`src/rtl/nco_pkg.sv`:
```
package nco_pkg;
  typedef enum logic [1:0] {
    QUAD_0   = 2'd0,
    QUAD_90  = 2'd1,
    QUAD_180 = 2'd2,
    QUAD_270 = 2'd3
  } quad_e;
endpackage

```
`src/rtl/nco_tw_buffer.sv`:
```
module nco_tw_buffer #(
  parameter int N = 32
) (
  input  logic         clk,
  input  logic         rst_n,
  input  logic [N-1:0] tw_word,
  input  logic         tw_wr,
  input  logic         tw_upd,
  output logic [N-1:0] stg_q,
  output logic [N-1:0] act_q
);
  logic [N-1:0] stg_d, act_d;

  always_comb begin
    stg_d = stg_q;
    act_d = act_q;
    if (tw_upd) act_d = stg_q;
    if (tw_wr)  stg_d = tw_word;
  end

  always_ff @(posedge clk or negedge rst_n) begin
    if (!rst_n) begin
      stg_q <= '0;
      act_q <= '0;
    end else begin
      stg_q <= stg_d;
      act_q <= act_d;
    end
  end
endmodule

```
`src/rtl/nco_phase_acc.sv`:
```
module nco_phase_acc #(
  parameter int N         = 32,
  parameter int DEV_W     = 16,
  parameter int DEV_SHIFT = 8
) (
  input  logic             clk,
  input  logic             rst_n,
  input  logic [N-1:0]     act_word,
  input  logic [DEV_W-1:0] fm_dev,
  input  logic             phase_clr,
  output logic [N-1:0]     phase_q
);
  localparam int EXT_W = N + 1;

  logic [EXT_W-1:0] dev_ext;
  logic [EXT_W-1:0] inc_wide;
  logic [N-1:0]     inc;
  logic [N-1:0]     phase_d;

  always_comb begin
    dev_ext  = {{(EXT_W-DEV_W){fm_dev[DEV_W-1]}}, fm_dev} << DEV_SHIFT;
    inc_wide = {1'b0, act_word} + dev_ext;
    inc      = inc_wide[N-1:0];
    if (phase_clr) phase_d = '0;
    else           phase_d = phase_q + inc;
  end

  always_ff @(posedge clk or negedge rst_n) begin
    if (!rst_n) phase_q <= '0;
    else        phase_q <= phase_d;
  end
endmodule

```
`src/rtl/nco_phase_out.sv`:
```
module nco_phase_out
  import nco_pkg::*;
#(
  parameter int N = 32,
  parameter int P = 12
) (
  input  logic         clk,
  input  logic         rst_n,
  input  logic [N-1:0] phase_q,
  input  quad_e        quad,
  output logic [P-1:0] phase_out
);
  localparam int LOW_W = N - 2;

  logic [N-1:0] offset;
  logic [N-1:0] shifted;
  logic [P-1:0] out_d;

  always_comb begin
    offset  = {quad, {LOW_W{1'b0}}};
    shifted = phase_q + offset;
    out_d   = shifted[N-1 -: P];
  end

  always_ff @(posedge clk or negedge rst_n) begin
    if (!rst_n) phase_out <= '0;
    else        phase_out <= out_d;
  end
endmodule

```
`src/rtl/nco_hop_acc.sv`:
```
module nco_hop_acc
  import nco_pkg::*;
#(
  parameter int N         = 32,
  parameter int P         = 12,
  parameter int DEV_W     = 16,
  parameter int DEV_SHIFT = 8
) (
  input  logic             clk,
  input  logic             rst_n,
  input  logic [N-1:0]     tw_word,
  input  logic             tw_wr,
  input  logic             tw_upd,
  input  logic [DEV_W-1:0] fm_dev,
  input  logic [1:0]       ofs_sel,
  input  logic             phase_clr,
  output logic [P-1:0]     phase_out
);
  logic [N-1:0] stg_word;
  logic [N-1:0] act_word;
  logic [N-1:0] phase_q;
  quad_e        quad;

  assign quad = quad_e'(ofs_sel);

  nco_tw_buffer #(.N(N)) u_twbuf (
    .clk     (clk),
    .rst_n   (rst_n),
    .tw_word (tw_word),
    .tw_wr   (tw_wr),
    .tw_upd  (tw_upd),
    .stg_q   (stg_word),
    .act_q   (act_word)
  );

  nco_phase_acc #(.N(N), .DEV_W(DEV_W), .DEV_SHIFT(DEV_SHIFT)) u_acc (
    .clk       (clk),
    .rst_n     (rst_n),
    .act_word  (act_word),
    .fm_dev    (fm_dev),
    .phase_clr (phase_clr),
    .phase_q   (phase_q)
  );

  nco_phase_out #(.N(N), .P(P)) u_out (
    .clk       (clk),
    .rst_n     (rst_n),
    .phase_q   (phase_q),
    .quad      (quad),
    .phase_out (phase_out)
  );
endmodule

```
`config.mk`:
```
export PLATFORM = sky130hd
export DESIGN_NAME = nco_hop_acc
export DESIGN_NICKNAME = d
export VERILOG_FILES = /design/src/rtl/nco_pkg.sv /design/src/rtl/nco_tw_buffer.sv /design/src/rtl/nco_phase_acc.sv /design/src/rtl/nco_phase_out.sv /design/src/rtl/nco_hop_acc.sv
export SDC_FILE = /design/constraint.sdc
export NUM_CORES = 1
export LEC_CHECK = 0
export CORE_MARGIN = 5
export CORE_UTILIZATION = 57
export DETAILED_ROUTE_END_ITERATION = 10
export PLACE_DENSITY = 0.8
export REMOVE_ABC_BUFFERS = 1
export SKIP_LAST_GASP = 1
export SLEW_MARGIN = 10
export SYNTH_ARGS = -nofsm -noshare
export SYNTH_HDL_FRONTEND = slang
export SYNTH_HIERARCHICAL = 1
export SYNTH_SLANG_ARGS = --single-unit
```
`constraint.sdc`:
```
create_clock -name clk -period 3 [get_ports clk]
set_input_delay 0.6 -clock clk [delete_from_list [all_inputs] [get_ports clk]]
set_output_delay 0.6 -clock clk [all_outputs]
set_load 0.005 [all_outputs]
```
==> key figures <==
Power
  • Leakage: 3.81 nW
  • PD cells: 1050 mW/mm²
  • Worst vdd ir: 725 µV

GRT
  • Total GRT Usage: 23.5%
  • Met1 usage: 32.2%
  • Largest net degree at the start of global routing: 54
  • First-pass GRT wire length: 24100 µm
  • GRT Max-Usage Layer: met2
  • Vias in the first global route: 4763
  • Met2 global-route usage: 37.4%
  • Met3 Use GR: 6.05%
  • GR Overflow Total: 0
  • Initial antenna violation count: 0

Place
  • Port bufs: 66
  • Hpwl dp: 10800 µm
  • Placer Congestion: 0.864
  • Pre-CTS setup slack: -0.673 ns
  • Cells after DPL: 763

Timing
  • Final worst path period share: 99.6%
  • Setup Skew: 0.0113 ns
  • Worst-Margin Slew: 0.835 ns
  • Fin. Hold Viols: 0
  • Tmin final: 2.99 ns
  • Fin. max-slew vios: 0
  • Hold_ws: 0.129 ns
  • Slew headroom: 44.2%
  • Max Clk Rate: 0.335 GHz
  • RSZ-0062 raised after global routing: yes
  • Fin worst setup slack: 0.0126 ns
  • Final Setup Violations: 0

Drt
  • Detail Route Antenna Nets: 0
  • Pre-antenna DRT Iters: 4
  • Drt total wl: 14800 µm
  • Residual DRC: 0
  • Avg WL per Cell: 18.9 µm
  • 1st-iter DRT viols: 193
  • Via count: 4340
  • Routed vias/inst: 5.56

Finish
  • Number of diodes: 0
  • Nets: 754
  • Multi-input logic area: 0.00368 mm²
  • Layout area overhead: 29.5%
  • Non-Filler Instances: 781
  • Reg area: 0.00270 mm²
  • Filler instances: 758
  • Share of cells above drive strength 1: 36.8%

Synthesis
  • Post-Synthesis Cells: 489
  • Synth Area in Simple Gates: 7.90%
  • Post-synth EDFFs: 0
  • Dominant synthesized flop cell: dfrtp_1
  • Top-count cell post-synth: dfrtp_1
  • Mapped Area: 0.00629 mm²
  • Leading area contributor after synthesis: dfrtp_1
  • Post-synthesis mux area share: 15.5%
  • Netlist cell types: 62
  • Synth Warn #: 6
  • Synth top area share: 43.0%
  • Synth top area cells: dfrtp_1 43%, mux2_4 15%, ha_1 7.8%
  • Post-synthesis compound-gate area fraction: 10.4%
  • Adder and majority gate portion of the synthesized area: 15.4%
  • Sequential share of the synthesized area: 43.0%
  • Commonest cells in the netlist: 108 x dfrtp_1, 62 x mux2_4, 42 x nor2_1, 39 x ha_1, 29 x a21oi_1
  • Largest family of logic cells by synthesized area: multiplexers
  • Asr flop ratio synth: 100%
  • #FFs+latches synth: 108
  • Synth Area in XOR/XNOR: 4.14%
  • Avg Cell Area, Syn: 12.9 µm²

Critical path
  • Worst setup SP type: primary input
  • Worst-path fanout max: 3
  • CP required: 3.30 ns
  • Critical path class: in2reg
  • Endpoint type of the worst setup path: flop
  • Arrival @ worst endpoint: 3.28 ns

CTS
  • Root buffer cell: clkbuf_8
  • CTS Buffer Depth: 2
  • Worst-Skew Late Latency: 0.40 ns
  • Number of CTS-inserted buffers: 9
  • TritonCTS clock tree: built
  • CTS Hold Bufs: 0
  • TritonCTS Sinks: 108
  • H-tree levels: 3
  • Reg clk slew, reported paths: 0.10 ns

Die
  • Io pins: 67
  • Core area: 0.0108 mm²
  • Die W: 115 µm
  • DIE AREA: 0.0132 mm²
  • Row count: 38
  • Die height: 115 µm
  • Starting density of the core: 58.0%

Job
  • Max-cap viol count: 0

Worst hold path
  • HP Class: in2async

Run status
  • Status: finished, final reports clean
-- final timing paths --
check                                                  start                      endpoint  slack [ns]  depth (start not counted)
worst max register to register  u_twbuf/act_q[1]$_DFFE_PN0P_   u_acc/phase_q[21]$_DFF_PN0_        0.09                         10
worst min register to register   u_acc/phase_q[22]$_DFF_PN0_  u_out/phase_out[2]$_DFF_PN0_        0.41                          0
min in group clk                 u_acc/phase_q[22]$_DFF_PN0_  u_out/phase_out[2]$_DFF_PN0_        0.41                          0
worst max-delay path                               fm_dev[6]   u_acc/phase_q[28]$_DFF_PN0_        0.01                         10
worst min-delay path                                   rst_n   u_acc/phase_q[27]$_DFF_PN0_        0.13                          1
max in group asynchronous                              rst_n  u_twbuf/stg_q[8]$_DFFE_PN0P_        2.16                          2
-- critical path, stage by stage --
cell	delay, ns
clkdlybuf4s50_1	0.46
fa_2	0.62
ha_4	0.22
nand2_1	0.09
o21ai_2	0.09
a211oi_2	0.26
nor3_2	0.08
o41ai_2	0.42
o21ai_1	0.13
mux2_4	0.31
-- cells by family (layout without fill, tap and decap cells) --
group	count (synthesis)	count (layout)
mux	66	66
compound gates	93	93
simple gates	102	102
buf+inv	29	181
xor+xnor	28	28
fa+ha+maj	63	63
flops	108	108
-- layout by cell type, fill, tap and decap left out, types with 3 or more instances in the layout --
master,instances
dlymetal6s2s_1,3
mux2_4,62
ha_4,10
inv_1,11
nor2b_1,7
buf_4,85
clkinvlp_4,3
xor2_1,15
nand3_1,6
fa_1,23
a21oi_1,16
o21ai_2,3
mux2_2,4
a21oi_2,14
and2_1,6
o21ai_0,9
nand2_1,17
dfrtp_1,108
clkdlybuf4s50_1,58
buf_12,3
o21ai_1,5
clkbuf_8,11
nor2_1,40
ha_1,28
a21o_1,12
xnor2_1,11
-- layer usage --
metal	routed length (µm)	share of wire, %
met1	6630	45
met2	7340	50
met3	547	3.7
met4	251	1.7
met5	0	0
-- through the flow --
| step | power, mW | instance area (µm²) | setup TNS [ns] | utilization [%] |
|---|---|---|---|---|
| 5_1_grt | 9.13 | 8140 | -0.0838 | 75.1 |
| 4_1_cts | 8.17 | 8000 | -0.00598 | 73.8 |
| 3_3_place_gp | 6.70 | 7600 | -9.25 | 70.1 |
| 6_report | 8.53 | 8140 | 0 | 75.1 |
| 2_1_floorplan | 4.76 | 6100 | -0.0153 | - |
| 3_5_place_dp | 6.86 | 7600 | -10.18 | 70.1 |
-- flip-flops by register name, indices dropped and copies added, names as in the netlist --
register	count
u_acc/phase_q	32
u_out/phase_out	12
u_twbuf/act_q	32
u_twbuf/stg_q	32
-- power by group --
group | switching, mW | leakage (nW) | internal [mW]
sequential | 0.197 | 1.31 | 1.81
combinational | 2.72 | 2.41 | 2.95
clock | 0.509 | 0.0876 | 0.347
total | 3.43 | 3.81 | 5.11
-- cell type report --
type	count	area share [%]
Multi-Input combinational cell	352	45.3
Sequential cell	108	33.2
Timing Repair Buffer	153	16.5
Tap cell	140	2.15
Clock buffer	11	1.86
Inverter	12	0.553
Clock inverter	5	0.446
-- repair_timing --
action / in CTS / in global routing
endpoints found under the setup margin: 17 / 14
gates resized for setup: 32 / 34
setup buffers: 2 / 0
hold endpoints to repair: 0 / 0
pin swaps: 24 / 24
No activity file was read; power rests on OpenSTA's default activity.
